$ cat config.mk
export PLATFORM = sky130hd
export DESIGN_NAME = wdt_two_stage
export DESIGN_NICKNAME = d
export VERILOG_FILES = /design/src/rtl/wdt_pkg.sv /design/src/rtl/wdt_regs.sv /design/src/rtl/wdt_core.sv /design/src/rtl/wdt_rst_pulse.sv /design/src/rtl/wdt_two_stage.sv
export SDC_FILE = /design/constraint.sdc
export NUM_CORES = 1
export LEC_CHECK = 0
export BUFFER_PORTS_ARGS = -buffer_cell sky130_fd_sc_hd__buf_4
export CORE_ASPECT_RATIO = 0.6
export CORE_MARGIN = 2
export CORE_UTILIZATION = 55
export DETAILED_ROUTE_END_ITERATION = 10
export PLACE_DENSITY_LB_ADDON = 0.15
export SLEW_MARGIN = 15
export SYNTH_ARGS = -nofsm -noshare
export SYNTH_HDL_FRONTEND = slang
export SYNTH_SLANG_ARGS = --single-unit
$ cat constraint.sdc
create_clock -name clk -period 4 [get_ports clk]
set_input_delay 0.4 -clock clk [delete_from_list [all_inputs] [get_ports clk]]
set_output_delay 0.4 -clock clk [all_outputs]
set_load 0.01 [all_outputs]
$ cat src/rtl/wdt_pkg.sv
package wdt_pkg;
  localparam int ADDR_W = 8;
  localparam int DATA_W = 32;
  localparam int CNT_W  = 32;
  localparam int CODE_W = 4;

  typedef logic [CNT_W-1:0]  cnt_t;
  typedef logic [CODE_W-1:0] code_t;

  localparam logic [ADDR_W-1:0] OFS_CTRL  = 8'h00;
  localparam logic [ADDR_W-1:0] OFS_RANGE = 8'h04;
  localparam logic [ADDR_W-1:0] OFS_COUNT = 8'h08;
  localparam logic [ADDR_W-1:0] OFS_KICK  = 8'h0c;
  localparam logic [ADDR_W-1:0] OFS_STAT  = 8'h10;
  localparam logic [ADDR_W-1:0] OFS_ICLR  = 8'h14;
  localparam logic [ADDR_W-1:0] OFS_PARAM = 8'hf4;

  localparam logic [DATA_W-1:0] KICK_KEY  = 32'h0000_0076;
  localparam int                FIXED_BIT = 6;

  // Reload value for a period code: 2^(base+code) - 1
  function automatic cnt_t period_of(input code_t code, input int base);
    cnt_t one;
    one = cnt_t'(1);
    return (one << (base + int'(code))) - one;
  endfunction
endpackage

$ cat src/rtl/wdt_regs.sv
module wdt_regs
  import wdt_pkg::*;
#(
  parameter bit FIXED_PERIODS = 1'b1
) (
  input  logic              clk,
  input  logic              rst_n,
  input  logic              bus_sel,
  input  logic              bus_wr,
  input  logic [ADDR_W-1:0] bus_addr,
  input  logic [DATA_W-1:0] bus_wdata,
  input  cnt_t              cnt_val,
  input  logic              irq_lvl,
  output logic              en,
  output logic              rmod,
  output code_t             top_code,
  output code_t             init_code,
  output logic              start_ev,
  output logic              kick_ev,
  output logic              irq_rd_clr,
  output logic [DATA_W-1:0] rdata
);
  logic wr_acc, rd_acc, wr_ctrl, wr_range;

  assign wr_acc   = bus_sel & bus_wr;
  assign rd_acc   = bus_sel & ~bus_wr;
  assign wr_ctrl  = wr_acc && (bus_addr == OFS_CTRL);
  assign wr_range = wr_acc && (bus_addr == OFS_RANGE);

  // internal events brought out for the core and the assertions
  assign start_ev   = wr_ctrl & bus_wdata[0] & ~en;
  assign kick_ev    = wr_acc && (bus_addr == OFS_KICK) && (bus_wdata == KICK_KEY) && en;
  assign irq_rd_clr = rd_acc && (bus_addr == OFS_ICLR);

  always_ff @(posedge clk) begin
    if (!rst_n) begin
      en        <= 1'b0;
      rmod      <= 1'b0;
      top_code  <= '0;
      init_code <= '0;
    end else begin
      if (wr_ctrl) begin
        en   <= en | bus_wdata[0];
        rmod <= bus_wdata[1];
      end
      if (wr_range) begin
        top_code  <= bus_wdata[CODE_W-1:0];
        init_code <= bus_wdata[2*CODE_W-1:CODE_W];
      end
    end
  end

  always_comb begin
    rdata = '0;
    unique case (bus_addr)
      OFS_CTRL:  rdata[1:0] = {rmod, en};
      OFS_RANGE: rdata[2*CODE_W-1:0] = {init_code, top_code};
      OFS_COUNT: rdata = DATA_W'(cnt_val);
      OFS_STAT:  rdata[0] = irq_lvl;
      OFS_ICLR:  rdata[0] = irq_lvl;
      OFS_PARAM: rdata[FIXED_BIT] = FIXED_PERIODS;
      default:   rdata = '0;
    endcase
  end

  p_en_sticky_r4: assert property (@(posedge clk) disable iff (!rst_n)
    en |=> en);
endmodule

$ cat src/rtl/wdt_core.sv
module wdt_core
  import wdt_pkg::*;
#(
  parameter int TOP_BASE = 16
) (
  input  logic  clk,
  input  logic  rst_n,
  input  logic  en,
  input  logic  rmod,
  input  code_t top_code,
  input  code_t init_code,
  input  logic  start_ev,
  input  logic  kick_ev,
  input  logic  irq_rd_clr,
  output cnt_t  cnt,
  output logic  irq,
  output logic  expire_rst
);
  cnt_t reload_top, reload_init;
  logic stage, at_zero, expire_irq;

  assign reload_top  = period_of(top_code, TOP_BASE);
  assign reload_init = period_of(init_code, TOP_BASE);

  assign at_zero    = en && (cnt == '0) && !kick_ev;
  assign expire_irq = at_zero && rmod && !stage;
  assign expire_rst = at_zero && !(rmod && !stage);

  always_ff @(posedge clk) begin
    if (!rst_n) begin
      cnt   <= '0;
      stage <= 1'b0;
      irq   <= 1'b0;
    end else if (start_ev) begin
      cnt   <= reload_init;
      stage <= 1'b0;
      irq   <= 1'b0;
    end else if (kick_ev) begin
      cnt   <= reload_top;
      stage <= 1'b0;
      irq   <= 1'b0;
    end else begin
      if (en) begin
        cnt <= (cnt == '0) ? reload_top : cnt - cnt_t'(1);
      end
      if (expire_irq) begin
        stage <= 1'b1;
        irq   <= 1'b1;
      end else begin
        if (expire_rst) stage <= 1'b0;
        if (irq_rd_clr) irq <= 1'b0;
      end
    end
  end

  p_hold_disabled_r3: assert property (@(posedge clk) disable iff (!rst_n)
    (!en && !start_ev) |=> $stable(cnt));
  p_decrement_r3: assert property (@(posedge clk) disable iff (!rst_n)
    (en && !kick_ev && cnt != '0) |=> cnt == $past(cnt) - cnt_t'(1));
  p_kick_reload_r8: assert property (@(posedge clk) disable iff (!rst_n)
    kick_ev |=> (cnt == $past(reload_top)) && !irq);
  p_irq_held_r6: assert property (@(posedge clk) disable iff (!rst_n)
    (irq && !kick_ev && !irq_rd_clr) |=> irq);
  p_two_stage_r7: assert property (@(posedge clk) disable iff (!rst_n)
    (expire_rst && rmod) |-> stage);
endmodule

$ cat src/rtl/wdt_rst_pulse.sv
module wdt_rst_pulse #(
  parameter int RST_CYCLES = 8
) (
  input  logic clk,
  input  logic rst_n,
  input  logic trig,
  output logic pulse
);
  localparam int PW = $clog2(RST_CYCLES + 1);
  logic [PW-1:0] left;

  always_ff @(posedge clk) begin
    if (!rst_n)                  left <= '0;
    else if (trig && left == '0) left <= PW'(RST_CYCLES);
    else if (left != '0)         left <= left - PW'(1);
  end

  assign pulse = (left != '0);

  p_pulse_start_r5: assert property (@(posedge clk) disable iff (!rst_n)
    (trig && !pulse) |=> pulse);
endmodule

$ cat src/rtl/wdt_two_stage.sv
module wdt_two_stage
  import wdt_pkg::*;
#(
  parameter int TOP_BASE      = 16,
  parameter int RST_CYCLES    = 8,
  parameter bit FIXED_PERIODS = 1'b1
) (
  input  logic        clk,
  input  logic        rst_n,
  input  logic        bus_sel,
  input  logic        bus_wr,
  input  logic [7:0]  bus_addr,
  input  logic [31:0] bus_wdata,
  output logic [31:0] bus_rdata,
  output logic        wdt_irq,
  output logic        wdt_sys_rst
);
  logic  en, rmod, start_ev, kick_ev, irq_rd_clr, expire_rst;
  code_t top_code, init_code;
  cnt_t  cnt;

  wdt_regs #(.FIXED_PERIODS(FIXED_PERIODS)) regs_i (
    .clk(clk), .rst_n(rst_n), .bus_sel(bus_sel), .bus_wr(bus_wr),
    .bus_addr(bus_addr), .bus_wdata(bus_wdata), .cnt_val(cnt), .irq_lvl(wdt_irq),
    .en(en), .rmod(rmod), .top_code(top_code), .init_code(init_code),
    .start_ev(start_ev), .kick_ev(kick_ev), .irq_rd_clr(irq_rd_clr), .rdata(bus_rdata)
  );

  wdt_core #(.TOP_BASE(TOP_BASE)) core_i (
    .clk(clk), .rst_n(rst_n), .en(en), .rmod(rmod), .top_code(top_code),
    .init_code(init_code), .start_ev(start_ev), .kick_ev(kick_ev),
    .irq_rd_clr(irq_rd_clr), .cnt(cnt), .irq(wdt_irq), .expire_rst(expire_rst)
  );

  wdt_rst_pulse #(.RST_CYCLES(RST_CYCLES)) pulse_i (
    .clk(clk), .rst_n(rst_n), .trig(expire_rst), .pulse(wdt_sys_rst)
  );

  p_rst_needs_en_r5: assert property (@(posedge clk) disable iff (!rst_n)
    $rose(wdt_sys_rst) |-> en);
endmodule

==> results of run 1 <==
synthesized netlist by cell type (5+ instances only):
cell type	number	area, um2
a211oi_1	5	37.54
a21oi_1	27	135.1
a22o_1	7	61.31
and2_1	28	175.2
and3_1	10	62.56
clkbuf_1	29	108.9
dfxtp_1	48	960.9
ha_1	5	62.56
inv_1	12	45.04
mux2i_1	12	120.1
nand2_1	35	131.4
nand3_1	10	50.05
nand3b_1	6	45.04
nand4_1	10	62.56
nor2_1	56	210.2
nor3_1	29	145.1
nor4_1	15	93.84
o211ai_1	8	60.06
o21ai_0	36	180.2
o22ai_1	8	50.05
xnor2_1	10	87.58
xor2_1	6	52.55
placed cells by master (no fill, tap or decap), drive strengths merged, types with 2 or more instances in the layout:
cell type	instances
a22o	7
nand4b	2
o211ai	8
or3	4
nor2	56
ha	5
nor3b	3
o21a	2
and2	28
o221ai	2
and4	4
nor4	17
o31ai	3
xor2	6
nor4b	3
o22ai	8
o311ai	2
buf	83
nand4	10
inv	12
nand2	35
nand3b	6
mux2i	12
a221oi	2
dfxtp	48
clkbuf	8
and3	13
or4	6
xnor2	10
nor3	33
nor2b	3
nand3	10
o21ai	36
a211oi	7
a31oi	4
a21o	4
a21oi	27
registers in the layout, indices dropped and copies added (netlist names):
signal	flops
regs_i.init_code	4
regs_i.top_code	4
regs_i.en	1
core_i.cnt	32
regs_i.rmod	1
core_i.stage	1
core_i.irq	1
pulse_i.left	4
where the power goes:
group          internal [mW]  switching, mW  leakage [nW]
sequential             0.494         0.0135         0.387
clock                  0.141          0.162        0.0455
combinational         0.0955         0.0950          1.28
total                  0.730          0.270          1.72
area by class of cell:
class | count | area [um2]
Multi-Input combinational cell | 396 | 2452
Sequential cell | 48 | 960.9
Tap cell | 84 | 105.1
Timing Repair Buffer | 83 | 623.1
Fill cell | 539 | 1968
Clock buffer | 8 | 90.09
Inverter | 13 | 48.80
cell families after synthesis:
kind of cell             synth area share
buffers and inverters             0.05703
XOR/XNOR                          0.03871
AND/OR/NAND/NOR                    0.3602
flip-flops                         0.2655
AO/OA/AOI/OAI                      0.2281
multiplexers                      0.03318
adder cells (fa/ha/maj)           0.01728
per-stage QoR:
| stage | power [mW] | util | cells |
|---|---|---|---|
| floorplan | 0.6314 | - | 494 |
| global placement | 0.7010 | 0.6706 | 624 |
| detailed placement | 0.7065 | 0.6706 | 624 |
| CTS | 1.006 | 0.6850 | 632 |
| global route | 1.049 | 0.6850 | 632 |
| finish | 1.001 | 0.6850 | 632 |
routing by layer:
layer | up-vias | track usage
li1 | 1923 | -
met1 | 1839 | 0.4513
met2 | 271 | 0.4625
met3 | 31 | 0.09002
met4 | 0 | 0.08333
met5 | - | 0
worst min-delay path, cell delays in order:
cell	delay, ns
buf_4	0.08
mux2i_1	0.06
nor2_1	0.08
worst max path at each step:
stage	start	to	cells past startpoint
floorplan	bus_wdata[10]	core_i.cnt[4]$_SDFFE_PN0P_	8
global placement	bus_wdata[10]	core_i.cnt[25]$_SDFFE_PN0P_	7
detailed placement	bus_wdata[10]	core_i.cnt[25]$_SDFFE_PN0P_	7
CTS	core_i.cnt[13]$_SDFFE_PN0P_	pulse_i.left[0]$_SDFFE_PP0N_	6
global route	core_i.cnt[13]$_SDFFE_PN0P_	pulse_i.left[0]$_SDFFE_PP0N_	6
finish	core_i.cnt[13]$_SDFFE_PN0P_	pulse_i.left[0]$_SDFFE_PP0N_	6
==> metrics.csv, run 1 <==
stage;metric;value;unit
status;status;completed;
cells_and_area;layout-area-overhead-vs-synth;18.25;%
sta;rsz0062_at_grt;no;
floorplanning;die_w;108.7;um
cells_and_area;antenna_cells;0;
clocking;ctsHoldBuffers;0;
clocking;cts_setup_buffers;0;
worst_hold_path;hold_end;regs_i.top_code[2]$_SDFFE_PN0P_;
clocking;cts_sinks;48;
global_route;grt_pass1_vias;3589;
clocking;clkTransAtPathRegs;0.09;ns
worst_setup_path;r2r_setup_slack;1.12;ns
drt;drt-met1-wl;4830;um
floorplanning;io_pins;78;
floorplanning;fp.dieH;66.84;um
synth;syn_area_per_cell;7.327;um2
sta;worstMarginPinSlew;0.8308;ns
clocking;clockBufferDepth;2;
synth;synth_top_flop_cell;dfxtp_1;
floorplanning;initial_core_util;0.5793;
worst_hold_path;hold_depth;3;
place;pre_cts_ws;1.032;ns
drt;wirelength;11070;um
worst_setup_path;r2r-start;core_i.cnt[13]$_SDFFE_PN0P_;
synth;ys_types;63;
floorplanning;design.die.area;7268;um2
global_route;grt_max_degree;28;
sta;fin_ws;1.122;ns
worst_setup_path;cp_max_fo;12;
clocking;clk_root_buffer_cell;clkbuf_8;
sta;fin_crit_sh;0.7196;
synth;ys_ff_latch;48;
sta;worst_hold_slack;0.3506;ns
drt;drc;0;
place;routabilityCongestion;0.9643;
worst_setup_path;critPathSlowestCell;or3_1;
sta;setup_violations;0;
cells_and_area;drive_above_1_share;0.1898;
clocking;insertion_delay;0.30;ns
floorplanning;rows;22;
global_route;grt_pass1_wl;17860;um
global_route;overflow;0;
sta;fin_setup_tns;0;ns
sta;finClkSkew;0.004846;ns
floorplanning;fp.coreArea;6248;um2
drt;dr.max_layer_used;met4;
worst_setup_path;crit_type;reg -> reg;
global_route;antenna_found_initial;0;
synth;synthArstFlopShare;0;
clocking;post_cts_resized;0;
synth;synthesis.nets;543;
worst_setup_path;critical_path_arrival;3.08;ns
clocking;cts_max_level;2;
clocking;cts_tree;built;
worst_setup_path;reg2regPathDepth;6;
sta;fin_crit;2.878;ns
place;post_dp_cell_area;4190;um2
sta;max_slew_margin;0.4431;
run;drv_cap;0;
worst_setup_path;cp_slowest_stage_delay;0.62;ns
clocking;cts_made_buffers;5;
power_and_ir_drop;ir_drop;0.0001527;V
synth;synthCells;494;
global_route;grt_usage;0.3159;
place;port-buffer-count;77;
sta;fmax;0.3474;GHz
cells_and_area;nets;596;
synth;synth-seq-area-share;0.2655;
worst_hold_path;hp-start;bus_wdata[2];
drt;firstDrtPassIters;5;
worst_setup_path;crit_chain;nor4_1, nand4_1, or3_1, or4_1, and3_1, o21a_1;
power_and_ir_drop;p_leak;1.716;nW
worst_setup_path;cpLargestDelayFamily;simple AND/OR/NAND/NOR gates;
worst_setup_path;cp.required;4.20;ns
drt;wl_met2;4487;um
drt;wl_met3;1546;um
synth;ys_warn_count;0;
drt;drtAntennaViolNets;0;
drt;drt_iter0_drc;442;
cells_and_area;final_area;4280;um2
worst_setup_path;crit_buf_inv;0;
synth;synth_enable_flop_cells;0;
synth;syn-cell-area;3620;um2
place;dp_hpwl;8132;um
sta;maxSlewViolCount;0;
power_and_ir_drop;power_density;233.9;nW/um2
worst_hold_path;min_path_type;in -> reg;
sta;hold_viol_final;0;
worst_setup_path;cp-start-kind;register;
drt;routed-via-count;4064;
worst_setup_path;r2r-end;pulse_i.left[0]$_SDFFE_PP0N_;
drt;wl_per_cell;17.51;um
drt;vias_per_cell;6.430;
worst_setup_path;worst_setup_path_end_kind;register;
No activity file was read; power rests on OpenSTA's default activity.
==> inputs of run 2 (changes only) <==
--- a/config.mk
+++ b/config.mk
@@ -8,7 +8,7 @@
 export BUFFER_PORTS_ARGS = -buffer_cell sky130_fd_sc_hd__buf_4
 export CORE_ASPECT_RATIO = 0.6
 export CORE_MARGIN = 2
-export CORE_UTILIZATION = 55
+export CORE_UTILIZATION = 50
 export DETAILED_ROUTE_END_ITERATION = 10
 export PLACE_DENSITY_LB_ADDON = 0.15
 export SLEW_MARGIN = 15
==> constraint.sdc (replaced) <==
create_clock -name clk -period 2.5 [get_ports clk]
set_input_delay 0.25 -clock clk [delete_from_list [all_inputs] [get_ports clk]]
set_output_delay 0.25 -clock clk [all_outputs]
set_load 0.01 [all_outputs]
==> run 2 against run 1 <==
Compared with the run above:
- maximum frequency grew 20%
- largest power group unchanged
- largest cell class unchanged
- register-to-register slack lost 1.0 ns
- critical endpoint is now core_i.cnt[29]$_SDFFE_PN0P_
- clock skew grew 0.0017 ns
- core utilization grew 1.4 points
==> metrics.csv, run 2 (synthesis results as in run 1) <==
stage;metric;value;unit
floorplanning;fp.coreArea;6849;um2
cells_and_area;antenna_cells;0;
power_and_ir_drop;ir_drop;0.0002547;V
worst_setup_path;cp_max_fo;8;
cells_and_area;nets;651;
floorplanning;initial_core_util;0.5285;
worst_setup_path;cp-start-kind;register;
clocking;cts_sinks;48;
clocking;cts_setup_buffers;0;
power_and_ir_drop;seq_power_share;0.453;
place;dp_hpwl;9516;um
worst_setup_path;worst_setup_path_end_kind;register;
worst_setup_path;crit_type;reg -> reg;
place;routabilityCongestion;0.9823;
worst_setup_path;critical_path_arrival;2.57;ns
worst_setup_path;crit_top_cell;buf_4;
cells_and_area;largest_register_ff_count;32;
clocking;ctsHoldBuffers;0;
cells_and_area;final_common_cell;buf_4;
sta;fmax;0.4159;GHz
power_and_ir_drop;p_switching;0.4773;mW
cells_and_area;utilization;0.6993;
sta;fin_crit_sh;0.9618;
cells_and_area;layout-area-overhead-vs-synth;32.32;%
cells_and_area;stdcell_count;689;
power_and_ir_drop;p_leak;2.035;nW
global_route;grt_pass1_wl;20070;um
worst_setup_path;cp.required;2.67;ns
worst_setup_path;cp_slowest_stage_delay;0.56;ns
clocking;insertion_delay;0.29;ns
global_route;grt_pass1_vias;3965;
sta;setup_violations;0;
global_route;grt_max_degree;26;
sta;worstMarginPinSlew;0.4967;ns
drt;drtAntennaViolNets;0;
drt;wl_per_cell;17.89;um
cells_and_area;drive_above_1_share;0.2691;
drt;drt_iter0_drc;388;
sta;rsz0062_at_grt;no;
clocking;clockBufferDepth;2;
global_route;overflow;0;
global_route;grt_usage;0.3177;
sta;max_slew_margin;0.6676;
clocking;post_cts_resized;0;
power_and_ir_drop;p_int;1.314;mW
cells_and_area;layout_common_cells;137 x buf_4, 56 x nor2_1, 48 x dfxtp_1, 36 x o21ai_0, 35 x nand2_1;
worst_setup_path;critPathSlowestCell;or4_1;
drt;drc;0;
cells_and_area;regMostFlops;core_i.cnt;
sta;maxSlewViolCount;0;
floorplanning;io_pins;78;
drt;wirelength;12320;um
clocking;cts_max_level;2;
clocking;cts_tree;built;
clocking;clkTransAtPathRegs;0.06;ns
worst_hold_path;min_path_type;in -> reg;
power_and_ir_drop;clkPwrFrac;0.367;
clocking;cts_made_buffers;5;
worst_setup_path;crit_chain;buf_4, or4_1, nor3_1, nand4b_1, buf_4, nor3b_1, xnor2_1, o21ai_0;
global_route;antenna_found_initial;0;
status;status;completed;
place;numPlacedInstances;682;
power_and_ir_drop;power_density;374.1;nW/um2
cells_and_area;fillers;578;
drt;vias_per_cell;6.242;
sta;fin_crit;2.404;ns
power_and_ir_drop;power_frac_comb;0.180;
place;port-buffer-count;77;
floorplanning;rows;23;
floorplanning;fp.dieH;69.91;um
drt;routed-via-count;4301;
clocking;clk_root_buffer_cell;clkbuf_16;
sta;hold_viol_final;0;
floorplanning;design.die.area;7958;um2
sta;finClkSkew;0.006519;ns
run;drv_cap;0;
drt;firstDrtPassIters;5;
power_and_ir_drop;switching_share;0.2664;
floorplanning;die_w;113.8;um
## run 2: cell count changes in the layout (fill, tap and decap cells not counted)
| cell | change |
|---|---|
| clkbuf_16 | +5 |
| nor4_4 | +2 |
| nor4_2 | +1 |
| buf_12 | +1 |
| nor4_1 | -3 |
| clkbuf_1 | -1 |
| clkinv_2 | +1 |
| buf_4 | +54 |
| clkbuf_8 | -6 |
## run 2: final timing paths
| path | startpoint | endpoint | slack, ns | cells past startpoint |
|---|---|---|---|---|
| max | core_i.cnt[13]$_SDFFE_PN0P_ | core_i.cnt[29]$_SDFFE_PN0P_ | 0.1 | 8 |
| min | bus_wdata[5] | regs_i.init_code[1]$_SDFFE_PN0P_ | 0.21 | 3 |
| max reg2reg | core_i.cnt[13]$_SDFFE_PN0P_ | core_i.cnt[29]$_SDFFE_PN0P_ | 0.1 | 8 |
| min reg2reg | core_i.stage$_SDFFE_PP0P_ | core_i.stage$_SDFFE_PP0P_ | 0.48 | 2 |
## run 2: per-layer routing
layer | wire [um] | up-vias | global-route usage
met3 | 1428 | 17 | 0.08160
li1 | - | 2037 | -
met4 | 176 | 0 | 0.09079
met5 | 0 | - | 0
met1 | 5621 | 1987 | 0.4623
met2 | 5097 | 260 | 0.4617
## run 2: layout make-up
cell class              instances  area, um2  area share
multi-input cells             396       2489      0.5196
flip-flops and latches         48      960.9      0.2006
clock buffers                   6      128.9     0.02691
repair buffers                138       1049      0.2189
well taps                      87      108.9     0.02273
inverters                      13      48.80     0.01019
clock inverters                 1      5.005    0.001045
## run 2: power by group through the flow
stage	clock, mW	combinational, mW	sequential [mW]
finish	0.657	0.323	0.812
detailed placement	0	0.319	0.828
global placement	0	0.307	0.827
CTS	0.661	0.321	0.811
global route	0.699	0.368	0.816
floorplan	0	0.187	0.823
## run 2: through the flow
step / total power, mW / hold WS, ns / setup TNS (ns) / instance area [um2] / setup WS [ns]
global route: 1.883 / 0.2178 / 0 / 4790 / 0.007603
detailed placement: 1.147 / 0.4694 / -2.427 / 4628 / -0.1817
global placement: 1.134 / 0.4662 / -1.277 / 4628 / -0.1316
CTS: 1.793 / 0.2122 / 0 / 4762 / 0.07253
floorplan: 1.010 / 0.3887 / -0.0009146 / 3628 / -0.0009146
finish: 1.792 / 0.2123 / 0 / 4790 / 0.09556
## run 2: worst max-delay path: cells and delay by family, from the launching register on
family	cells	cell delay, ns
flops	1	0.34
buf+inv	2	0.41
xor+xnor	1	0.15
simple gates	4	1.30
compound gates	1	0.09
==> inputs of run 3 (changes only) <==
--- a/config.mk
+++ b/config.mk
@@ -9,8 +9,10 @@
 export CORE_ASPECT_RATIO = 0.6
 export CORE_MARGIN = 2
 export CORE_UTILIZATION = 50
+export CTS_CLUSTER_DIAMETER = 30
 export DETAILED_ROUTE_END_ITERATION = 10
 export PLACE_DENSITY_LB_ADDON = 0.15
+export SETUP_SLACK_MARGIN = 0.4
 export SLEW_MARGIN = 15
 export SYNTH_ARGS = -nofsm -noshare
 export SYNTH_HDL_FRONTEND = slang
==> constraint.sdc (replaced) <==
create_clock -name clk -period 2.5 [get_ports clk]
set_input_delay 0.25 -clock clk [delete_from_list [all_inputs] [get_ports clk]]
set_output_delay 0.25 -clock clk [all_outputs]
set_load 0.1 [all_outputs]
==> run 3 against run 2 <==
Compared with the run above:
- clock power rose by 7.3%
- global-route usage up 1.0 points
- combinational power is 46% higher
- critical path type is now in -> reg
- wire length rose by 10%
- non-clock buffer count increased by 4
- core utilization grew 8.4 points
- die area did not move
- largest cell class unchanged
- flip-flop and latch count unchanged
- count of clock-buffer cells in the layout is 1 higher
- first-iteration DRC count grew 11%
- critical endpoint is now core_i.cnt[14]$_SDFFE_PN0P_
- clock skew rose by 0.0016 ns
- critical path depth decreased by 1
==> metrics.csv, run 3 (synthesis results as in run 1) <==
stage;metric;value;unit
place;routabilityCongestion;1.013;
worst_hold_path;min_path_type;in -> reg;
cells_and_area;regMostFlops;core_i.cnt;
sta;max_slew_margin;0.6803;
cells_and_area;layout_common_cells;108 x buf_4, 48 x nor2_1, 45 x dfxtp_1, 34 x nand2_1, 31 x buf_6;
clocking;cts_max_level;2;
sta;finClkSkew;0.008138;ns
clocking;clk_root_buffer_cell;clkbuf_16;
clocking;cts_sinks;48;
power_and_ir_drop;total_power;1.988;mW
cells_and_area;drive_above_1_share;0.4161;
worst_setup_path;crit_type;in -> reg;
worst_setup_path;cp_max_fo;6;
sta;fin_crit_sh;0.9240;
power_and_ir_drop;power_density;370.5;nW/um2
run;drv_cap;0;
global_route;grt_pass1_wl;20760;um
worst_setup_path;crit_chain;buf_6, or4_1, or4_4, or4_4, and3_4, and3_4, a211oi_2;
floorplanning;fp.coreArea;6849;um2
worst_setup_path;r2r-start;regs_i.init_code[1]$_SDFFE_PN0P_;
worst_setup_path;cp-start-kind;input port;
floorplanning;rows;23;
drt;wl_per_cell;19.55;um
sta;setup_violations;0;
cells_and_area;antenna_cells;0;
worst_setup_path;crit_path_start;bus_wdata[15];
drt;wirelength;13590;um
floorplanning;fp.dieH;69.91;um
worst_setup_path;worst_setup_path_end_kind;register;
clocking;ctsHoldBuffers;0;
floorplanning;design.die.area;7958;um2
cells_and_area;final_common_cell;buf_4;
drt;drtAntennaViolNets;0;
drt;firstDrtPassIters;5;
worst_setup_path;crit_buf_inv;1;
sta;fmax;0.4329;GHz
drt;drc;0;
power_and_ir_drop;ir_drop;0.0003374;V
place;port-buffer-count;77;
clocking;cts_made_buffers;5;
place;pre_cts_ws;-0.1778;ns
global_route;antenna_found_initial;0;
sta;hold_viol_final;0;
drt;drt_iter0_drc;431;
drt;vias_per_cell;6.399;
clocking;insertion_delay;0.29;ns
floorplanning;io_pins;78;
global_route;grt_pass1_vias;3938;
sta;fin_ws;0.1899;ns
sta;fin_crit;2.310;ns
global_route;grt_max_degree;26;
worst_setup_path;cp.required;2.71;ns
power_and_ir_drop;p_leak;2.167;nW
drt;routed-via-count;4447;
worst_setup_path;critical_path_arrival;2.52;ns
global_route;overflow;0;
cells_and_area;largest_register_ff_count;32;
clocking;clockBufferDepth;2;
floorplanning;initial_core_util;0.5285;
sta;worstMarginPinSlew;0.4785;ns
status;status;completed;
sta;maxSlewViolCount;0;
floorplanning;die_w;113.8;um
clocking;cts_tree;built;
worst_setup_path;cpLargestDelayFamily;simple AND/OR/NAND/NOR gates;
cells_and_area;nets;656;
global_route;grt_usage;0.3281;
cells_and_area;layout-area-overhead-vs-synth;48.22;%
sta;rsz0062_at_grt;yes;
worst_hold_path;hp-start;bus_wdata[5];
clocking;clkTransAtPathRegs;0.07;ns
worst_setup_path;cp_slowest_stage_delay;0.56;ns
worst_setup_path;critPathSlowestCell;or4_4;
place;dp_hpwl;9523;um
-- run 3: tightest hold or removal path: stages --
cell	delay, ns
buf_4	0.08
mux2i_1	0.05
nor2_1	0.08
-- run 3: worst paths after layout --
check	end	slack (ns)	depth (start not counted)
min	regs_i.init_code[1]$_SDFFE_PN0P_	0.20	3
min reg2reg	core_i.stage$_SDFFE_PP0P_	0.49	2
max	core_i.cnt[14]$_SDFFE_PN0P_	0.19	7
max reg2reg	core_i.cnt[26]$_SDFFE_PN0P_	0.27	9
-- run 3: final cells by class --
class                           count  area [um2]
Multi-Input combinational cell    397        2882
Fill cell                         496        1484
Timing Repair Buffer              142        1206
Sequential cell                    48       967.2
Clock buffer                        7       142.6
Tap cell                           87       108.9
Inverter                           13       51.30
Clock inverter                      1       7.507
-- run 3: timing repair --
action                                  in CTS  in global routing
endpoints found under the setup margin      60                 61
gates resized for setup                     50                 61
pin swaps                                   25                 17
buffers inserted                             5                  8
gates cloned                                 1                  1
-- run 3: power breakdown --
| group | switching [mW] | internal [mW] |
|---|---|---|
| Sequential | 0.0236 | 0.789 |
| Combinational | 0.289 | 0.182 |
| Clock | 0.305 | 0.399 |
| Total | 0.618 | 1.37 |
-- run 3: metrics by stage --
| step | cells | instance area (um2) | TNS [ns] | hold slack (ns) | util |
|---|---|---|---|---|---|
| 2_1_floorplan | 494 | 3761 | 0 | 0.3887 | - |
| 3_3_place_gp | 672 | 4669 | -1.802 | 0.4617 | 0.6818 |
| 3_5_place_dp | 672 | 4669 | -3.059 | 0.4706 | 0.6818 |
| 4_1_cts | 686 | 5045 | 0 | 0.2023 | 0.7366 |
| 5_1_grt | 695 | 5365 | 0 | 0.2249 | 0.7833 |
| 6_report | 695 | 5365 | 0 | 0.2023 | 0.7833 |
-- run 3: per-layer routing --
layer / part of all wire / track usage / up-vias
met5: 0 / 0 / -
met4: 0.020 / 0.08672 / 0
met3: 0.12 / 0.06337 / 34
met2: 0.42 / 0.4824 / 281
met1: 0.44 / 0.4888 / 2085
li1: - / - / 2047
